<file path="src/rtl/lockseq_pkg.sv">
package lockseq_pkg;

  typedef enum logic [3:0] {
    PH_RESET  = 4'd0,
    PH_BIAS   = 4'd1,
    PH_ALOCK  = 4'd2,
    PH_DLOCK  = 4'd3,
    PH_SETTLE = 4'd4,
    PH_LOCKED = 4'd5,
    PH_IDLE   = 4'd6,
    PH_RELOCK = 4'd7,
    PH_SLEEP  = 4'd8,
    PH_HOLD   = 4'd9
  } phase_e;

  // control -> timebase strobes
  typedef struct packed {
    logic clrTime;
  } timeCtl_t;

  // synchronised conditions, timebase -> control
  typedef struct packed {
    logic rstActive;
    logic sleep;
    logic bypass;
    logic runEn;
    logic commaEn;
  } ctlIn_t;

endpackage

</file>
<file path="src/rtl/lockseq_time.sv">
module lockseq_time
  import lockseq_pkg::*;
#(
  parameter int CLK_PER_US = 125,
  parameter int US_MAX     = 358,
  localparam int US_W      = $clog2(US_MAX + 1)
) (
  input  logic            clk,
  input  logic            rstN,
  input  logic            bypassIn,
  input  logic            sleepIn,
  input  logic            runEnIn,
  input  logic            commaEnIn,
  input  timeCtl_t        timeCtl,
  output ctlIn_t          ctlIn,
  output logic [US_W-1:0] usCnt
);

  localparam int CYC_W  = (CLK_PER_US > 1) ? $clog2(CLK_PER_US) : 1;
  localparam int N_SYNC = 4;

  logic [1:0]        rstPipe;
  logic [N_SYNC-1:0] rawIn;
  logic [N_SYNC-1:0] syncOut;
  logic [CYC_W-1:0]  cycCnt;
  logic              usTick;

  // reset release synchroniser
  always_ff @(posedge clk or negedge rstN) begin
    if (!rstN) rstPipe <= 2'b00;
    else       rstPipe <= {rstPipe[0], 1'b1};
  end

  assign rawIn = {sleepIn, bypassIn, runEnIn, commaEnIn};

  for (genvar g = 0; g < N_SYNC; g++) begin : gSync
    logic [1:0] stage;
    always_ff @(posedge clk or negedge rstN) begin
      if (!rstN) stage <= 2'b00;
      else       stage <= {stage[0], rawIn[g]};
    end
    assign syncOut[g] = stage[1];
  end

  assign ctlIn.rstActive = ~rstPipe[1];
  assign ctlIn.sleep     = syncOut[3];
  assign ctlIn.bypass    = syncOut[2];
  assign ctlIn.runEn     = syncOut[1];
  assign ctlIn.commaEn   = syncOut[0];

  // microsecond timebase
  assign usTick = (cycCnt == CYC_W'(CLK_PER_US - 1));

  always_ff @(posedge clk or negedge rstN) begin
    if (!rstN) begin
      cycCnt <= '0;
      usCnt  <= '0;
    end else if (timeCtl.clrTime) begin
      cycCnt <= '0;
      usCnt  <= '0;
    end else begin
      cycCnt <= usTick ? '0 : cycCnt + 1'b1;
      if (usTick && (usCnt != US_W'(US_MAX))) usCnt <= usCnt + 1'b1;
    end
  end

  assert_us_advance_R2: assert property (@(posedge clk) disable iff (!rstN)
    (!timeCtl.clrTime && usTick && usCnt != US_W'(US_MAX)) |=> usCnt == $past(usCnt) + 1'b1);

  assert_us_cleared_R8: assert property (@(posedge clk) disable iff (!rstN)
    timeCtl.clrTime |=> usCnt == '0);

endmodule

</file>
<file path="src/rtl/lockseq_ctrl.sv">
module lockseq_ctrl
  import lockseq_pkg::*;
#(
  parameter int US_W     = 9,
  parameter int T_BIAS   = 32,
  parameter int T_ALOCK  = 262,
  parameter int T_DLOCK  = 326,
  parameter int T_VALID  = 358,
  parameter int T_RELOCK = 2
) (
  input  logic            clk,
  input  logic            rstN,
  input  ctlIn_t          ctlIn,
  input  logic [US_W-1:0] usCnt,
  output timeCtl_t        timeCtl,
  output phase_e          phase,
  output logic            pllHoldMin,
  output logic            pllPowerDown,
  output logic            rxAnalogLockEn,
  output logic            dataLockEn,
  output logic            rxDataValid,
  output logic            commaAlignEn,
  output logic            phaseSelReset,
  output logic            txForceZero,
  output logic            rxHoldWord
);

  phase_e phaseNext;

  always_comb begin
    phaseNext = phase;
    if (ctlIn.rstActive)   phaseNext = PH_RESET;
    else if (ctlIn.sleep)  phaseNext = PH_SLEEP;
    else if (ctlIn.bypass) phaseNext = PH_HOLD;
    else begin
      unique case (phase)
        PH_RESET, PH_SLEEP, PH_HOLD: phaseNext = PH_BIAS;
        PH_BIAS:   if (usCnt >= US_W'(T_BIAS))  phaseNext = PH_ALOCK;
        PH_ALOCK:  if (usCnt >= US_W'(T_ALOCK)) phaseNext = PH_DLOCK;
        PH_DLOCK:  if (usCnt >= US_W'(T_DLOCK)) phaseNext = PH_SETTLE;
        PH_SETTLE: if (usCnt >= US_W'(T_VALID)) phaseNext = PH_LOCKED;
        PH_LOCKED: if (!ctlIn.runEn)            phaseNext = PH_IDLE;
        PH_IDLE:   if (ctlIn.runEn)             phaseNext = PH_RELOCK;
        PH_RELOCK: begin
          if (!ctlIn.runEn)                     phaseNext = PH_IDLE;
          else if (usCnt >= US_W'(T_RELOCK))    phaseNext = PH_LOCKED;
        end
        default: phaseNext = PH_RESET;
      endcase
    end
  end

  always_ff @(posedge clk or negedge rstN) begin
    if (!rstN) phase <= PH_RESET;
    else       phase <= phaseNext;
  end

  // time restarts from zero whenever the next timed stretch will begin
  assign timeCtl.clrTime = (phase == PH_RESET) || (phase == PH_SLEEP) ||
                           (phase == PH_HOLD)  || (phase == PH_IDLE);

  always_comb begin
    pllHoldMin     = 1'b0;
    pllPowerDown   = 1'b0;
    rxAnalogLockEn = 1'b0;
    dataLockEn     = 1'b0;
    rxDataValid    = 1'b0;
    commaAlignEn   = 1'b0;
    phaseSelReset  = 1'b0;
    txForceZero    = 1'b0;
    rxHoldWord     = 1'b0;
    unique case (phase)
      PH_RESET: begin
        pllHoldMin    = 1'b1;
        phaseSelReset = 1'b1;
        txForceZero   = 1'b1;
        rxHoldWord    = 1'b1;
      end
      PH_BIAS:  pllHoldMin     = 1'b1;
      PH_ALOCK: rxAnalogLockEn = 1'b1;
      PH_DLOCK, PH_SETTLE, PH_RELOCK: begin
        rxAnalogLockEn = 1'b1;
        dataLockEn     = 1'b1;
      end
      PH_LOCKED: begin
        rxAnalogLockEn = 1'b1;
        dataLockEn     = 1'b1;
        rxDataValid    = 1'b1;
        commaAlignEn   = ctlIn.commaEn;
      end
      PH_IDLE:  rxAnalogLockEn = 1'b1;
      PH_SLEEP: pllPowerDown   = 1'b1;
      default: ;
    endcase
  end

  assert_bias_window_R2: assert property (@(posedge clk) disable iff (!rstN)
    (phase == PH_BIAS) |-> usCnt <= US_W'(T_BIAS));

  assert_valid_entry_R5: assert property (@(posedge clk) disable iff (!rstN)
    $rose(rxDataValid) |-> ($past(phase) == PH_SETTLE || $past(phase) == PH_RELOCK));

  assert_valid_time_R5: assert property (@(posedge clk) disable iff (!rstN)
    ($rose(rxDataValid) && $past(phase) == PH_SETTLE) |-> $past(usCnt) >= US_W'(T_VALID));

  assert_relock_time_R7: assert property (@(posedge clk) disable iff (!rstN)
    ($rose(rxDataValid) && $past(phase) == PH_RELOCK) |-> $past(usCnt) >= US_W'(T_RELOCK));

  assert_idle_drop_R7: assert property (@(posedge clk) disable iff (!rstN)
    (phase == PH_LOCKED && !ctlIn.runEn && !ctlIn.sleep && !ctlIn.bypass && !ctlIn.rstActive)
    |=> !rxDataValid);

  assert_sleep_powerdown_R8: assert property (@(posedge clk) disable iff (!rstN)
    (ctlIn.sleep && !ctlIn.rstActive) |=> pllPowerDown);

  assert_bypass_hold_R10: assert property (@(posedge clk) disable iff (!rstN)
    (ctlIn.bypass && !ctlIn.sleep && !ctlIn.rstActive) |=> (phase == PH_HOLD));

endmodule

</file>
<file path="src/rtl/lockseq_top.sv">
module lockseq_top
  import lockseq_pkg::*;
#(
  parameter int CLK_PER_US = 125,
  parameter int T_BIAS     = 32,
  parameter int T_ALOCK    = 262,
  parameter int T_DLOCK    = 326,
  parameter int T_VALID    = 358,
  parameter int T_RELOCK   = 2,
  localparam int US_W      = $clog2(T_VALID + 1)
) (
  input  logic       clk,
  input  logic       rstN,
  input  logic       bypassPll,
  input  logic       sleepReq,
  input  logic       refRunEn,
  input  logic       commaDetEn,
  output logic [3:0] phase,
  output logic       pllHoldMin,
  output logic       pllPowerDown,
  output logic       rxAnalogLockEn,
  output logic       dataLockEn,
  output logic       rxDataValid,
  output logic       commaAlignEn,
  output logic       phaseSelReset,
  output logic       txForceZero,
  output logic       rxHoldWord
);

  timeCtl_t        timeCtl;
  ctlIn_t          ctlIn;
  logic [US_W-1:0] usCnt;
  phase_e          phaseCur;

  lockseq_time #(
    .CLK_PER_US(CLK_PER_US),
    .US_MAX    (T_VALID)
  ) uTime (
    .clk      (clk),
    .rstN     (rstN),
    .bypassIn (bypassPll),
    .sleepIn  (sleepReq),
    .runEnIn  (refRunEn),
    .commaEnIn(commaDetEn),
    .timeCtl  (timeCtl),
    .ctlIn    (ctlIn),
    .usCnt    (usCnt)
  );

  lockseq_ctrl #(
    .US_W    (US_W),
    .T_BIAS  (T_BIAS),
    .T_ALOCK (T_ALOCK),
    .T_DLOCK (T_DLOCK),
    .T_VALID (T_VALID),
    .T_RELOCK(T_RELOCK)
  ) uCtrl (
    .clk           (clk),
    .rstN          (rstN),
    .ctlIn         (ctlIn),
    .usCnt         (usCnt),
    .timeCtl       (timeCtl),
    .phase         (phaseCur),
    .pllHoldMin    (pllHoldMin),
    .pllPowerDown  (pllPowerDown),
    .rxAnalogLockEn(rxAnalogLockEn),
    .dataLockEn    (dataLockEn),
    .rxDataValid   (rxDataValid),
    .commaAlignEn  (commaAlignEn),
    .phaseSelReset (phaseSelReset),
    .txForceZero   (txForceZero),
    .rxHoldWord    (rxHoldWord)
  );

  assign phase = phaseCur;

endmodule

</file>
<file path="config.mk">
export PLATFORM = sky130hd
export DESIGN_NAME = lockseq_top
export DESIGN_NICKNAME = d
export VERILOG_FILES = /design/src/rtl/lockseq_pkg.sv /design/src/rtl/lockseq_time.sv /design/src/rtl/lockseq_ctrl.sv /design/src/rtl/lockseq_top.sv
export SDC_FILE = /design/constraint.sdc
export NUM_CORES = 1
export LEC_CHECK = 0
export CAP_MARGIN = 10
export CORE_UTILIZATION = 50
export CTS_CLUSTER_DIAMETER = 50
export DETAILED_ROUTE_END_ITERATION = 16
export PLACE_DENSITY = 0.75
export SETUP_SLACK_MARGIN = 0.4
export SLEW_MARGIN = 0
export SYNTH_ARGS = -nofsm -noshare
export SYNTH_HDL_FRONTEND = slang
export SYNTH_SLANG_ARGS = --single-unit
</file>
<file path="constraint.sdc">
create_clock -name clk -period 1.85 [get_ports clk]
set_clock_uncertainty 0.05 [all_clocks]
set_input_delay 0.555 -clock clk [delete_from_list [all_inputs] [get_ports clk]]
set_output_delay 0.555 -clock clk [all_outputs]
set_load 0.05 [all_outputs]
</file>
======== Word-level counts from Yosys, hierarchy flattened ========
Cells that the tools add are included.
word-level totals
  word-level logic and storage cells ...... 67
  output and inout bits ................... 13
  register bits ........................... 30
  input bits .............................. 6
operators by class
  order comparisons ....................... 5
  reductions and logical operators ........ 11
  multiplexer cells ....................... 23
  equal/unequal tests ..................... 18
  $add $sub $neg .......................... 2
operator list
  cell                                                                      count
  4-bit two-way mux                                                         11
  4-bit one-hot mux with 8 select lines                                     1
  9-bit >= comparator (second input constant)                               3
  5-bit by 4-bit inequality test with 1-bit output (second input constant)  4
  9-bit two-way mux                                                         2
  4-bit by 3-bit equality test with 1-bit output (second input constant)    4
  7-bit two-way mux                                                         2
  5-bit inequality test (second input constant)                             2
  9-bit by 1-bit adder with 9-bit output (second input constant)            1
  9-bit by 2-bit >= comparator with 1-bit output (second input constant)    1
  9-bit by 6-bit >= comparator with 1-bit output (second input constant)    1
  9-bit inequality test (second input constant)                             1
  4-bit by 2-bit equality test with 1-bit output (second input constant)    2
  4-bit equality test (second input constant)                               2
  7-bit by 1-bit adder with 7-bit output (second input constant)            1
  7-bit equality test (second input constant)                               1
  1-bit two-way mux                                                         7
  7-bit AND reduction                                                       1
  6-bit by 5-bit inequality test with 1-bit output (second input constant)  1
  6-bit OR reduction                                                        1
  4-bit by 1-bit equality test with 1-bit output (second input constant)    1
  4-bit zero test                                                           1
  4-bit OR reduction                                                        1
  1-bit logical OR                                                          3
  other kinds (4)                                                           4

======== Longest topological paths before layout ========
  depth in word-level cells ............... 7
  gate-level depth with buffers ........... 7
  mapped depth without buffers ............ 6

======== Hierarchy ========
A second synthesis with hierarchy kept.
unflattened totals
  cells, all modules ...................... 175
  area total of the unflattened synthesis .. 1,732.9 µm²
modules (own cells, without submodules)
  module        seq. area each (µm²)  area an instance (µm²)  cells each  times used
  lockseq_time  650.6                 1,243.7                 110         1
  lockseq_ctrl  100.1                 489.2                   65          1

======== Worst setup path before layout ========
Ideal clock, no wire load.
  path type ............................... register -> output
  from .................................... reg uCtrl.phase[1]
  to ...................................... out rxHoldWord
  path buffers ............................ 3
  data required time ...................... 1,245 ps
  cell stages (with the launch flop) ...... 5
  arrival time ............................ 3,007 ps
  slack ................................... -1,762 ps
  path through ............................ dfrtp_1 -> buf_6 -> buf_6 -> nor4_1 -> buf_4
between the ends
  longest elaborated chain between the ends .. 2
ends and longest elaborated chain
  what                    line                source
  from (decl)             lockseq_ctrl.sv:16  output phase_e phase,
  from (signal assigned)  lockseq_ctrl.sv:55  else phase <= phaseNext;
  4-bit zero test         -
  1-bit two-way mux       -
  to (decl)               lockseq_top.sv:27   output logic rxHoldWord
No other way between the ends.

======== Final worst setup path ========
  from .................................... reg uCtrl.phase[1]
  to ...................................... out txForceZero
between the ends
  longest elaborated chain between the ends .. 2
ends and longest elaborated chain
  what               line                source
  4-bit zero test    lockseq_ctrl.sv:72  unique case (phase)
  1-bit two-way mux  lockseq_ctrl.sv:72
  to (decl)          lockseq_top.sv:26   output logic txForceZero,
No other way between the ends.

==> out/qor.yml <==
synth:
  syn_nets: 170
  ys_seq_area_frac: 0.459
  synth_cell_type_count: 48
  ys_warn_count: 0
  synth.area.top_cells: "dfrtp_1 46%, nor2_1 4.4%, xor2_1 3.7%"
  syn_area_per_cell_um2: 10.2
  ys_ff_latch: 30
  yosysTopAreaCellShare: 0.459
  synth_area_mm2: 0.00164
  yosys.area.top_type: "dfrtp_1"
  synthCells: 160
clocking:
  cts_tree: "done"
  cts_buffers: 5
  cts_hold_buf: 0
  clockBufferDepth: 2
  clk_pin_slew_worst_paths_ps: 110
  root_buffer: "clkbuf_4"
  clkSinkCount: 30
  htreeDepth: 2
  clk_latency_ps: 360
sta:
  setup_violations: 18
  max_freq_mhz: 472
  period_needed_ps: 2120
  finalCritPeriodShare: 1.15
  tns_ps: -2480
  rsz0062_at_grt: "true"
  fin_ws_ps: -270
  slew_violations: 0
  hold_ws_ps: 291
  hold_viol_final: 0
cells_and_area:
  final_util: 0.827
  drive_gt1_frac: 0.456
  antennaDiodeCount: 0
  nets: 224
  final-instance-count-excl-fill: 259
  syn_to_final_growth_pct: 55.6
detailed_routing:
  detail-route-antenna-nets: 0
  remaining_drc_errors: 0
  wirelength_um: 4460
  via_per_inst: 5.78
  drtIter0Drc: 99
  post_drt_wl_per_cell_um: 17.2
  drt_pre_antenna_iters: 4
  dr_total_vias: 1496
global_route:
  grt_overflow: 0
  grt_pass1_wl_um: 6900
  antenna_found_initial: 0
  grt_max_degree: 31
  grt_pass1_vias: 1445
  grt_use_total: 0.275
die:
  core_mm2: 0.00308
  fp.dieArea_mm2: 0.00350
  die_y_um: 59.2
  fp-row-count: 20
  start_util: 0.531
  io_pins: 19
  fp.dieW_um: 59.2
placement:
  dp_slack_ps: -50.2
  place.gp.congestion: 0.889
  io_buffers: 18
  dp_cells: 235
  hpwl_um: 2660
critical_path:
  worstPathCellList: "buf_6 > nor4_4 > buf_6 > buf_12"
  worst-setup-path-type: "reg -> out"
  cp_max_fo: 5
  cp.required_ps: 1240
  max_stage_delay_ps: 450
  cpMostUsedCell: "buf_6"
  worstPathArrival_ps: 1510
  worst_path_max_delay_cell: "dfrtp_2"
  startpoint_type: "register"
  end_kind: "output pin"
pwr:
  p_leak_nw: 1.05
  ir_drop_mv: 0.496
  power.density_mw_per_mm2: 541
flow_run:
  drv_cap: 0
outcome:
  violations: "setup timing"
  status: "finished with violations"
min_path:
  min_path_type: "reg -> reg"
==> final cells by class <==
type	count	area, µm²
multi-input combinational	114	965
sequential	30	758
timing repair buffer	56	682
fill	169	533
tap	44	55.1
clock buffer	5	37.5
inverter	7	26.3
clock inverter	3	21.3
==> flip-flops by register name, summed over array words and instances, names as in the netlist <==
signal	cells
uTime.usCnt	9
uTime.gSync.stage	8
uTime.cycCnt	7
uTime.rstPipe	2
uCtrl.phase	4
==> worst max-delay path, delay by kind of cell, from the launching register on <==
family / cells / cell delay [ps]
and+or+nand+nor: 1 / 260
buffers and inverters: 3 / 450
DFF: 1 / 450
==> kinds of logic (layout without fill, tap and decap cells) <==
kind of cell / Yosys count / count (layout) / synth area share
compound gates: 22 / 22 / 0.100
xor+xnor: 11 / 11 / 0.0589
fa+ha+maj: 4 / 4 / 0.0306
buf+inv: 16 / 71 / 0.0620
flops: 30 / 30 / 0.459
mux: 3 / 3 / 0.0214
other cells: 1 / 1 / 0.00229
simple gates: 73 / 73 / 0.265
==> synthesized netlist by cell type (all sizes together) <==
cell and count:
o31ai 1, mux2 1, or3b 1, a41oi 2, nor2b 2, ha 4, dfrtp 30, a21oi 5
buf 7, or2 1, or3 1, xnor2 4, nor4bb 2, xor2 7, nor3 6, or4 2
nor4 2, and4bb 1, a221o 2, and2 3, mux2i 2, nand2 7, nor4b 1, nor3b 3
a2111oi 1, o21a 1, nand3b 2, a31o 1, nand2b 4, o2111ai 2, and4 1, conb 1
nand3 6, inv 7, nand4 5, a21o 1, and3 2, and2b 1, o21ai 3, clkbuf 2
nor2 20, a211oi 2, o21bai 1
==> cell usage in the layout, fill, tap and decap left out, types with 4 or more instances in the layout <==
master           synthesis  layout
clkbuf_4                 0       5
nor2_1                  19      17
nand2_1                  7       6
buf_6                    4      13
xnor2_1                  4       4
nand4_1                  5       5
clkdlybuf4s50_1          0       5
nand3_1                  5       5
buf_12                   0      16
dfrtp_1                 30      26
nor3_1                   6       4
xor2_1                   7       7
buf_4                    3      22
inv_1                    7       6
==> stage by stage <==
step	power, mW	instance area [µm²]
3_5_place_dp	0.936	2220
3_3_place_gp	0.930	2220
5_1_grt	1.43	2540
6_report	1.38	2540
2_1_floorplan	0.830	1760
4_1_cts	1.36	2470
==> repair_timing <==
| item | 4_1_cts | 5_1_grt |
|---|---|---|
| buffers inserted | 11 | 4 |
| pin swaps | 15 | 9 |
| resized for setup | 25 | 11 |
| setup endpoints to repair | 32 | 32 |
| gates cloned | 1 | 0 |
==> where the power goes <==
part / leakage (nW) / switching (mW) / internal [mW]
sequential: 0.387 / 0.0128 / 0.673
combinational: 0.629 / 0.142 / 0.139
clock: 0.0312 / 0.263 / 0.147
==> final timing paths <==
check | start | to | slack, ps | depth (start not counted)
max | uCtrl.phase[1] | txForceZero | -270 | 4
min in group asynchronous | rstN | uTime.usCnt[6] | 520 | 2
min | uTime.gSync[1].stage[0] | uTime.gSync[1].stage[1] | 290 | 0
max reg2reg | uCtrl.phase[3] | uCtrl.phase[0] | -120 | 6
max in group asynchronous | rstN | uCtrl.phase[3] | 900 | 2
min reg2reg | uTime.gSync[1].stage[0] | uTime.gSync[1].stage[1] | 290 | 0
==> routing by layer <==
layer | up-vias | wire length (µm) | GRT usage
met5 | - | 0 | 0
met4 | 0 | 160 | 0.156
met3 | 20 | 269 | 0.0524
met2 | 77 | 2250 | 0.446
met1 | 725 | 1780 | 0.341
li1 | 674 | - | -
Note: power is estimated with default switching activity, not from simulation.
